File: src/rtl/wdog_pkg.sv
package wdog_pkg;
  localparam int REG_W      = 32;
  localparam int BIT_RESTART = 0;
  localparam int BIT_RSTEN   = 1;
  localparam int BIT_RSTFLAG = 2;
  localparam int BIT_IRQFLAG = 3;
  localparam int BIT_IVL_LO  = 4;
  localparam int BIT_IRQEN   = 6;
  localparam int BIT_RUN     = 7;
  localparam int BIT_DIV_LO  = 10;

  typedef enum logic [1:0] {
    PH_IDLE  = 2'd0,
    PH_COUNT = 2'd1,
    PH_GRACE = 2'd2,
    PH_DONE  = 2'd3
  } phase_t;

  // control -> datapath strobes
  typedef struct packed {
    logic       clear;
    logic       runIvl;
    logic       runGrace;
    logic [1:0] divSel;
    logic [1:0] ivlSel;
  } dpCmd_t;

  // datapath -> control events
  typedef struct packed {
    logic expire;
    logic graceEnd;
  } dpEvt_t;
endpackage

File: src/rtl/wdog_dp.sv
module wdog_dp
  import wdog_pkg::*;
#(
  parameter int PRE_BASE    = 2,
  parameter int PRE_STEP    = 2,
  parameter int IVL_BASE    = 4,
  parameter int GRACE_TICKS = 1024
) (
  input  logic   clk,
  input  logic   rstN,
  input  logic   tickEn,
  input  dpCmd_t cmd,
  output dpEvt_t evt
);
  localparam int IVL_STEP = 2;
  localparam int PRE_W    = PRE_BASE + 3 * PRE_STEP + 1;
  localparam int IVL_W    = IVL_BASE + 3 * IVL_STEP + 1;
  localparam int GR_W     = $clog2(GRACE_TICKS) + 1;
  localparam logic [GR_W-1:0] GR_LAST = GR_W'(GRACE_TICKS - 1);

  logic [PRE_W-1:0] preLastTab [4];
  logic [IVL_W-1:0] ivlLastTab [4];

  for (genvar c = 0; c < 4; c++) begin : g_lim
    assign preLastTab[c] = PRE_W'((64'd1 << (PRE_BASE + PRE_STEP * c)) - 64'd1);
    assign ivlLastTab[c] = IVL_W'((64'd1 << (IVL_BASE + IVL_STEP * c)) - 64'd1);
  end

  logic [PRE_W-1:0] preCnt, preLast;
  logic [IVL_W-1:0] ivlCnt, ivlLast;
  logic [GR_W-1:0]  graceCnt;
  logic             active, preTick;

  assign preLast = preLastTab[cmd.divSel];
  assign ivlLast = ivlLastTab[cmd.ivlSel];
  assign active  = cmd.runIvl | cmd.runGrace;
  assign preTick = tickEn & active & (preCnt == preLast);

  assign evt.expire   = preTick & cmd.runIvl & (ivlCnt == ivlLast);
  assign evt.graceEnd = preTick & cmd.runGrace & (graceCnt == GR_LAST);

  always_ff @(posedge clk or negedge rstN) begin
    if (!rstN)                  preCnt <= '0;
    else if (cmd.clear)         preCnt <= '0;
    else if (tickEn && active)  preCnt <= preTick ? '0 : preCnt + 1'b1;
  end

  always_ff @(posedge clk or negedge rstN) begin
    if (!rstN)                       ivlCnt <= '0;
    else if (cmd.clear)              ivlCnt <= '0;
    else if (preTick && cmd.runIvl)  ivlCnt <= evt.expire ? '0 : ivlCnt + 1'b1;
  end

  always_ff @(posedge clk or negedge rstN) begin
    if (!rstN)                          graceCnt <= '0;
    else if (cmd.clear || !cmd.runGrace) graceCnt <= '0;
    else if (preTick)                   graceCnt <= graceCnt + 1'b1;
  end

  // the active prescale limit cannot move underneath a running count
  assert_prescale_bound_R11: assert property (@(posedge clk) disable iff (!rstN)
    active |-> (preCnt <= preLast));
  // expiry and grace end are separate phases
  assert_evt_exclusive_R5: assert property (@(posedge clk) disable iff (!rstN)
    !(evt.expire && evt.graceEnd));
  // counters hold when no tick is qualified
  assert_tick_gate_R12: assert property (@(posedge clk) disable iff (!rstN)
    (!tickEn && !cmd.clear) |=> $stable(preCnt));
endmodule

File: src/rtl/wdog_ctrl.sv
module wdog_ctrl
  import wdog_pkg::*;
(
  input  logic        clk,
  input  logic        rstN,
  input  logic        wrEn,
  input  logic [3:0]  wrStrb,
  input  logic [31:0] wrData,
  input  dpEvt_t      evt,
  output dpCmd_t      cmd,
  output logic [31:0] rdData,
  output logic        irqOut,
  output logic        rstReqOut
);
  logic [1:0] divReg, ivlReg, actDiv, actIvl;
  logic       runReg, irqEnReg, rstEnReg, irqFlag, rstFlag, rstReq;
  phase_t     phase, phaseNext;

  logic       wrLo, wrHi, restartW;
  logic [1:0] divNext, ivlNext;
  logic       runNext, irqEnNext, rstEnNext;
  logic       setIrq, fireRst;
  logic       unusedBits;

  assign unusedBits = ^{wrData[31:12], wrData[9:8], wrStrb[3:2]};

  assign wrLo      = wrEn & wrStrb[0];
  assign wrHi      = wrEn & wrStrb[1];
  assign restartW  = wrLo & wrData[BIT_RESTART];
  assign divNext   = wrHi ? wrData[BIT_DIV_LO +: 2] : divReg;
  assign ivlNext   = wrLo ? wrData[BIT_IVL_LO +: 2] : ivlReg;
  assign runNext   = wrLo ? wrData[BIT_RUN]   : runReg;
  assign irqEnNext = wrLo ? wrData[BIT_IRQEN] : irqEnReg;
  assign rstEnNext = wrLo ? wrData[BIT_RSTEN] : rstEnReg;

  always_comb begin
    phaseNext = phase;
    if (!runNext)       phaseNext = PH_IDLE;
    else if (restartW)  phaseNext = PH_COUNT;
    else begin
      unique case (phase)
        PH_IDLE:  phaseNext = PH_COUNT;
        PH_COUNT: if (evt.expire)   phaseNext = irqEnReg ? PH_GRACE : PH_DONE;
        PH_GRACE: if (evt.graceEnd) phaseNext = PH_DONE;
        default:  phaseNext = PH_DONE;
      endcase
    end
  end

  assign setIrq  = runNext & ~restartW & (phase == PH_COUNT) & evt.expire & irqEnReg;
  assign fireRst = runNext & ~restartW & rstEnReg &
                   (((phase == PH_COUNT) & evt.expire & ~irqEnReg) |
                    ((phase == PH_GRACE) & evt.graceEnd));

  always_ff @(posedge clk or negedge rstN) begin
    if (!rstN) begin
      divReg   <= '0;
      ivlReg   <= '0;
      actDiv   <= '0;
      actIvl   <= '0;
      runReg   <= 1'b0;
      irqEnReg <= 1'b0;
      rstEnReg <= 1'b0;
      irqFlag  <= 1'b0;
      rstFlag  <= 1'b0;
      rstReq   <= 1'b0;
      phase    <= PH_IDLE;
    end else begin
      divReg   <= divNext;
      ivlReg   <= ivlNext;
      runReg   <= runNext;
      irqEnReg <= irqEnNext;
      rstEnReg <= rstEnNext;
      phase    <= phaseNext;
      rstReq   <= fireRst;
      if (restartW || phase == PH_IDLE) begin
        actDiv <= divNext;
        actIvl <= ivlNext;
      end
      if (setIrq)                           irqFlag <= 1'b1;
      else if (wrLo && wrData[BIT_IRQFLAG]) irqFlag <= 1'b0;
      if (fireRst)                          rstFlag <= 1'b1;
      else if (wrLo && wrData[BIT_RSTFLAG]) rstFlag <= 1'b0;
    end
  end

  assign cmd.clear    = restartW | ~runNext | (phase == PH_IDLE) | (phase == PH_DONE);
  assign cmd.runIvl   = (phase == PH_COUNT);
  assign cmd.runGrace = (phase == PH_GRACE);
  assign cmd.divSel   = actDiv;
  assign cmd.ivlSel   = actIvl;

  always_comb begin
    rdData = '0;
    rdData[BIT_DIV_LO +: 2] = divReg;
    rdData[BIT_RUN]         = runReg;
    rdData[BIT_IRQEN]       = irqEnReg;
    rdData[BIT_IVL_LO +: 2] = ivlReg;
    rdData[BIT_IRQFLAG]     = irqFlag;
    rdData[BIT_RSTFLAG]     = rstFlag;
    rdData[BIT_RSTEN]       = rstEnReg;
  end

  assign irqOut    = irqFlag & irqEnReg;
  assign rstReqOut = rstReq;

  assert_rst_pulse_R5: assert property (@(posedge clk) disable iff (!rstN)
    rstReq |=> !rstReq);
  assert_rst_flag_R9: assert property (@(posedge clk) disable iff (!rstN)
    rstReq |-> rstFlag);
  assert_stopped_R10: assert property (@(posedge clk) disable iff (!rstN)
    !runReg |-> (phase == PH_IDLE && !rstReq));
  assert_irq_needs_en_R4: assert property (@(posedge clk) disable iff (!rstN)
    $rose(irqFlag) |-> $past(irqEnReg));
  assert_restart_R8: assert property (@(posedge clk) disable iff (!rstN)
    (restartW && runNext) |=> (phase == PH_COUNT));
  assert_no_rst_R7: assert property (@(posedge clk) disable iff (!rstN)
    !rstEnReg |=> !rstReq);
endmodule

File: src/rtl/wdog_pretimeout.sv
module wdog_pretimeout
  import wdog_pkg::*;
#(
  parameter int PRE_BASE    = 2,
  parameter int PRE_STEP    = 2,
  parameter int IVL_BASE    = 4,
  parameter int GRACE_TICKS = 1024
) (
  input  logic        clk,
  input  logic        rstN,
  input  logic        tickEn,
  input  logic        wrEn,
  input  logic [3:0]  wrStrb,
  input  logic [31:0] wrData,
  output logic [31:0] rdData,
  output logic        irqOut,
  output logic        rstReqOut
);
  dpCmd_t cmd;
  dpEvt_t evt;

  wdog_ctrl ctrl_i (
    .clk       (clk),
    .rstN      (rstN),
    .wrEn      (wrEn),
    .wrStrb    (wrStrb),
    .wrData    (wrData),
    .evt       (evt),
    .cmd       (cmd),
    .rdData    (rdData),
    .irqOut    (irqOut),
    .rstReqOut (rstReqOut)
  );

  wdog_dp #(
    .PRE_BASE    (PRE_BASE),
    .PRE_STEP    (PRE_STEP),
    .IVL_BASE    (IVL_BASE),
    .GRACE_TICKS (GRACE_TICKS)
  ) dp_i (
    .clk    (clk),
    .rstN   (rstN),
    .tickEn (tickEn),
    .cmd    (cmd),
    .evt    (evt)
  );
endmodule

File: config.mk
export PLATFORM = sky130hd
export DESIGN_NAME = wdog_pretimeout
export DESIGN_NICKNAME = d
export VERILOG_FILES = /design/src/rtl/wdog_pkg.sv /design/src/rtl/wdog_dp.sv /design/src/rtl/wdog_ctrl.sv /design/src/rtl/wdog_pretimeout.sv
export SDC_FILE = /design/constraint.sdc
export NUM_CORES = 1
export LEC_CHECK = 0
export BUFFER_PORTS_ARGS = -buffer_cell sky130_fd_sc_hd__buf_4
export CORE_MARGIN = 5
export CORE_UTILIZATION = 30
export DETAILED_ROUTE_END_ITERATION = 6
export GPL_TIMING_DRIVEN = 0
export PLACE_DENSITY = 0.59
export SYNTH_ARGS = -nofsm -noshare
export SYNTH_HDL_FRONTEND = slang
export SYNTH_SLANG_ARGS = --single-unit
File: constraint.sdc
create_clock -name clk -period 3.4 [get_ports clk]
set_input_delay 0.34 -clock clk [delete_from_list [all_inputs] [get_ports clk]]
set_output_delay 0.34 -clock clk [all_outputs]
set_load 0.05 [all_outputs]
==> metrics.txt <==
# TYPE chip_impl_metric gauge
chip_impl_metric{name="post-layout-total-power",unit="uW"} 1453
chip_impl_metric{name="seqCellArea",unit="sq um"} 1176
chip_impl_metric{name="area_growth",unit="%"} 19.09
chip_impl_info{name="cts_tree",value="yes"} 1
chip_impl_metric{name="final_period_minus_worst_setup_slack",unit="ns"} 2.706
chip_impl_metric{name="start_util",unit="%"} 30.58
chip_impl_metric{name="synth_top_area_share",unit="%"} 42.02
chip_impl_metric{name="cts-resized-gates",unit=""} 0
chip_impl_metric{name="hold_buffers",unit=""} 0
chip_impl_metric{name="critPathMaxStageDelay",unit="ns"} 0.48
chip_impl_info{name="most-common-layout-cells",value="54 x buf_4, 47 x dfrtp_1, 34 x nand2_1"} 1
chip_impl_info{name="critical-path-slowest-cell",value="a211oi_2"} 1
chip_impl_metric{name="cp.arrival",unit="ns"} 2.89
chip_impl_info{name="critical_path.cell_chain",value="inv_1, ha_1, nand3_1, a211oi_2, o211ai_1, clkbuf_1, o211ai_1, o41ai_1"} 1
chip_impl_metric{name="grt.overflow.total",unit=""} 0
chip_impl_metric{name="final-hold-violation-count",unit=""} 0
chip_impl_info{name="crit_path_end",value="dp_i.ivlCnt[4]"} 1
chip_impl_metric{name="ys_seq_elements",unit=""} 47
chip_impl_metric{name="grt_pass1_vias",unit=""} 2299
chip_impl_metric{name="number_of_flops_mapped_to_enable_cells_by_yosys",unit=""} 0
chip_impl_metric{name="final_layout_size_suffix_gt1_share",unit="%"} 23.08
chip_impl_info{name="status",value="finished clean"} 1
chip_impl_info{name="path_delay_family",value="compound AO/OA/AOI/OAI gates"} 1
chip_impl_metric{name="clkSinkCount",unit=""} 47
chip_impl_info{name="hold_path.class",value="in -> async"} 1
chip_impl_metric{name="fill_cells",unit=""} 919
chip_impl_info{name="unrepaired_setup_endpoints_after_global_routing",value="no"} 1
chip_impl_metric{name="post-route-cell-area",unit="sq um"} 3333
chip_impl_metric{name="worst_clock_skew",unit="ns"} 0.01319
chip_impl_metric{name="worstPathBufferInverterCount",unit=""} 2
chip_impl_metric{name="relSlewSlack",unit="%"} 55.47
chip_impl_metric{name="tightest_pin_transition",unit="ns"} 0.6679
chip_impl_info{name="worstSetupStartpoint",value="ctrl_i.phase[0]"} 1
chip_impl_metric{name="detailroute.via_count",unit=""} 2344
chip_impl_info{name="synth_area_leaders",value="dfrtp_1 42%, buf_4 7.5%, nand2_1 4.6%"} 1
chip_impl_metric{name="drt_pre_antenna_iters",unit=""} 4
chip_impl_metric{name="clk_latency_worst_skew_pair",unit="ns"} 0.31
chip_impl_metric{name="worst_r2r_path_depth",unit=""} 8
chip_impl_metric{name="diodes",unit=""} 0
chip_impl_metric{name="dp_cell_count",unit=""} 454
chip_impl_metric{name="fp.dieH",unit="microns"} 106.6
chip_impl_metric{name="drt-initial-drc-count",unit=""} 131
chip_impl_metric{name="cap_violations",unit=""} 0
chip_impl_metric{name="synth-seq-area-share",unit="%"} 42.02
chip_impl_metric{name="synthDistinctLibCells",unit=""} 52
chip_impl_metric{name="leakage",unit="uW"} 0.001401
chip_impl_metric{name="final.period_utilization",unit="%"} 79.59
chip_impl_metric{name="async_reset_ff_share",unit="%"} 100.0
chip_impl_metric{name="grt_start_max_net_pins",unit=""} 48
chip_impl_info{name="timing_worst_setup_path_type",value="reg -> reg"} 1
chip_impl_metric{name="dpl-instance-area",unit="sq um"} 3216
chip_impl_metric{name="postCtsSetupBuffers",unit=""} 0
chip_impl_metric{name="pin_count",unit=""} 74
chip_impl_metric{name="grt_first_pass_wirelength",unit="mm"} 11.08
chip_impl_metric{name="rrSetupSlack",unit="ns"} 0.69
chip_impl_metric{name="per_cell_via_count_in_the_routed_design",unit=""} 5.074
chip_impl_metric{name="antenna_violating_nets_post_route",unit=""} 0
chip_impl_metric{name="timing.final.setup_violations",unit=""} 0
chip_impl_info{name="mostFrequentLayoutCell",value="buf_4"} 1
chip_impl_info{name="cts_root_buf",value="clkbuf_8"} 1
chip_impl_metric{name="gp_congestion",unit=""} 0.8483
chip_impl_metric{name="worst-path-stages",unit=""} 8
chip_impl_metric{name="clock_path_buffers",unit=""} 2
chip_impl_metric{name="combined_area_of_the_multi_input_logic_cells",unit="sq um"} 1451
chip_impl_metric{name="drt-total-wl",unit="mm"} 6.499
chip_impl_metric{name="crit_fanout",unit=""} 10
chip_impl_metric{name="final_critical_path_setup_slack",unit="ns"} 0.6939
chip_impl_metric{name="critPathRequiredTime",unit="ns"} 3.58
chip_impl_metric{name="fin_cells",unit=""} 462
chip_impl_metric{name="drc",unit=""} 0
chip_impl_metric{name="synthesis.area",unit="sq um"} 2799
chip_impl_metric{name="gr-usage-all-layers",unit="%"} 11.85
chip_impl_metric{name="fmax_achieved",unit="GHz"} 0.3695
chip_impl_metric{name="cts_made_buffers",unit=""} 5
chip_impl_metric{name="finalMaxSlewViolations",unit=""} 0
chip_impl_metric{name="wl_per_cell",unit="microns"} 14.07
chip_impl_metric{name="cellPowerDensity",unit="nW/um^2"} 436.0
chip_impl_metric{name="vdd.ir_drop.worst",unit="V"} 0.0001495
chip_impl_info{name="r2r_start",value="ctrl_i.phase[0]"} 1
chip_impl_info{name="post-synth-top-area-cell",value="dfrtp_1"} 1
chip_impl_metric{name="fin_nets",unit=""} 397
chip_impl_metric{name="clk_transition_reported_paths",unit="ns"} 0.10
chip_impl_metric{name="dpl_worst_slack",unit="ns"} 0.6899
chip_impl_metric{name="fin_tns_setup",unit="ns"} 0
chip_impl_metric{name="netlist_instances",unit=""} 295
chip_impl_metric{name="buffer_ports.inserted",unit=""} 26
chip_impl_metric{name="floorplan.die_area",unit="sq um"} 11360
chip_impl_metric{name="floorplan.core_area",unit="sq um"} 9153
chip_impl_info{name="worst_path_most_repeated_cell",value="o211ai_1"} 1
chip_impl_metric{name="grt_antenna_before_repair",unit=""} 0
chip_impl_info{name="reg2reg_to",value="dp_i.ivlCnt[4]"} 1
chip_impl_metric{name="floorplan.rows",unit=""} 35
chip_impl_info{name="crit_path_end_kind",value="register"} 1
chip_impl_metric{name="yosysWarnings",unit=""} 0
chip_impl_metric{name="post-dp-hpwl",unit="mm"} 4.816
chip_impl_metric{name="post_synth.cell_area_avg",unit="sq um"} 9.488
chip_impl_info{name="dominantRegCellSynth",value="dfrtp_1"} 1
chip_impl_info{name="crit_path_start_kind",value="register"} 1
chip_impl_metric{name="htreeDepth",unit=""} 2
chip_impl_metric{name="die_w",unit="microns"} 106.6
## registers in the layout (all words and copies together) (netlist names), 2 cells and up
name           cells
ctrl_i.actDiv      2
ctrl_i.actIvl      2
ctrl_i.divReg      2
ctrl_i.ivlReg      2
ctrl_i.phase       2
dp_i.graceCnt     11
dp_i.ivlCnt       11
dp_i.preCnt        9
## layout make-up
cell class	instances	area share, %
multi-input cells	231	43.54
flip-flops and latches	47	35.29
plain buffers	35	7.170
repair buffers	26	5.856
well taps	111	4.167
clock buffers	6	2.477
clock inverters	2	1.051
inverters	4	0.4505
## worst min-delay path by stage
| stage | from | end | slack (ns) | depth (start not counted) |
|---|---|---|---|---|
| 6_report | rstN | ctrl_i.phase[0] | 0.04 | 1 |
| 5_1_grt | rstN | ctrl_i.irqFlag | 0.09 | 1 |
| 4_1_cts | rstN | ctrl_i.actIvl[0] | 0.06 | 1 |
| 3_5_place_dp | rstN | ctrl_i.divReg[1] | 0.40 | 1 |
| 3_3_place_gp | rstN | dp_i.ivlCnt[8] | 0.40 | 1 |
| 2_1_floorplan | rstN | ctrl_i.actDiv[0] | 0.04 | 0 |
## synth_stat cells (3+ instances only)
cell type,count
o21ai_1,4
o31ai_1,3
a211oi_1,3
o41ai_1,3
nand2_1,34
ha_1,7
o211ai_1,8
mux2_2,10
or3_1,12
a21oi_1,16
clkbuf_1,5
nor3_1,4
inv_1,4
dfrtp_1,47
buf_4,28
xnor2_1,5
nor2_1,15
or4_1,4
xor2_1,5
nand3_1,19
nand4_1,7
and2_1,4
o22ai_1,5
o21ai_0,3
and3_1,4
## kinds of logic after synthesis
family,share of synthesized area [%]
and+or+nand+nor,20.88
AOI/OAI and AO/OA,16.90
DFF,42.02
buffers and inverters,9.075
muxes,4.739
xor gates and xnor gates,3.129
adders and majority gates,3.129
other,0.1340
## worst reg2reg max path, delay by kind of cell, from the launching register on
kind | cells | cell delay, ns
buf+inv | 2 | 0.41
flops | 1 | 0.41
fa+ha+maj | 1 | 0.36
compound gates | 4 | 1.19
simple gates | 1 | 0.20
## power breakdown
| group | switching, uW | total, uW | internal [uW] |
|---|---|---|---|
| clock network | 199 | 437 | 238 |
| logic | 244 | 376 | 133 |
| registers | 45.8 | 640 | 594 |
## through the flow
stage                     util (%)  hold WS, ns
after floorplan                  -      0.04441
after global placement       35.13       0.3979
after detailed placement     35.13       0.4043
after CTS                    36.42      0.06097
after global routing         36.42      0.09249
final                        36.42      0.04110
## routing by layer
metal  vias up  track usage, %  share of wire (%)
met5         -               0                  0
met4         0           3.105                1.0
met3         6           2.769                5.8
met2        63           19.96                 48
met1      1129           15.32                 45
li1       1146               -                  -
Power figures use the tool's default switching activity.
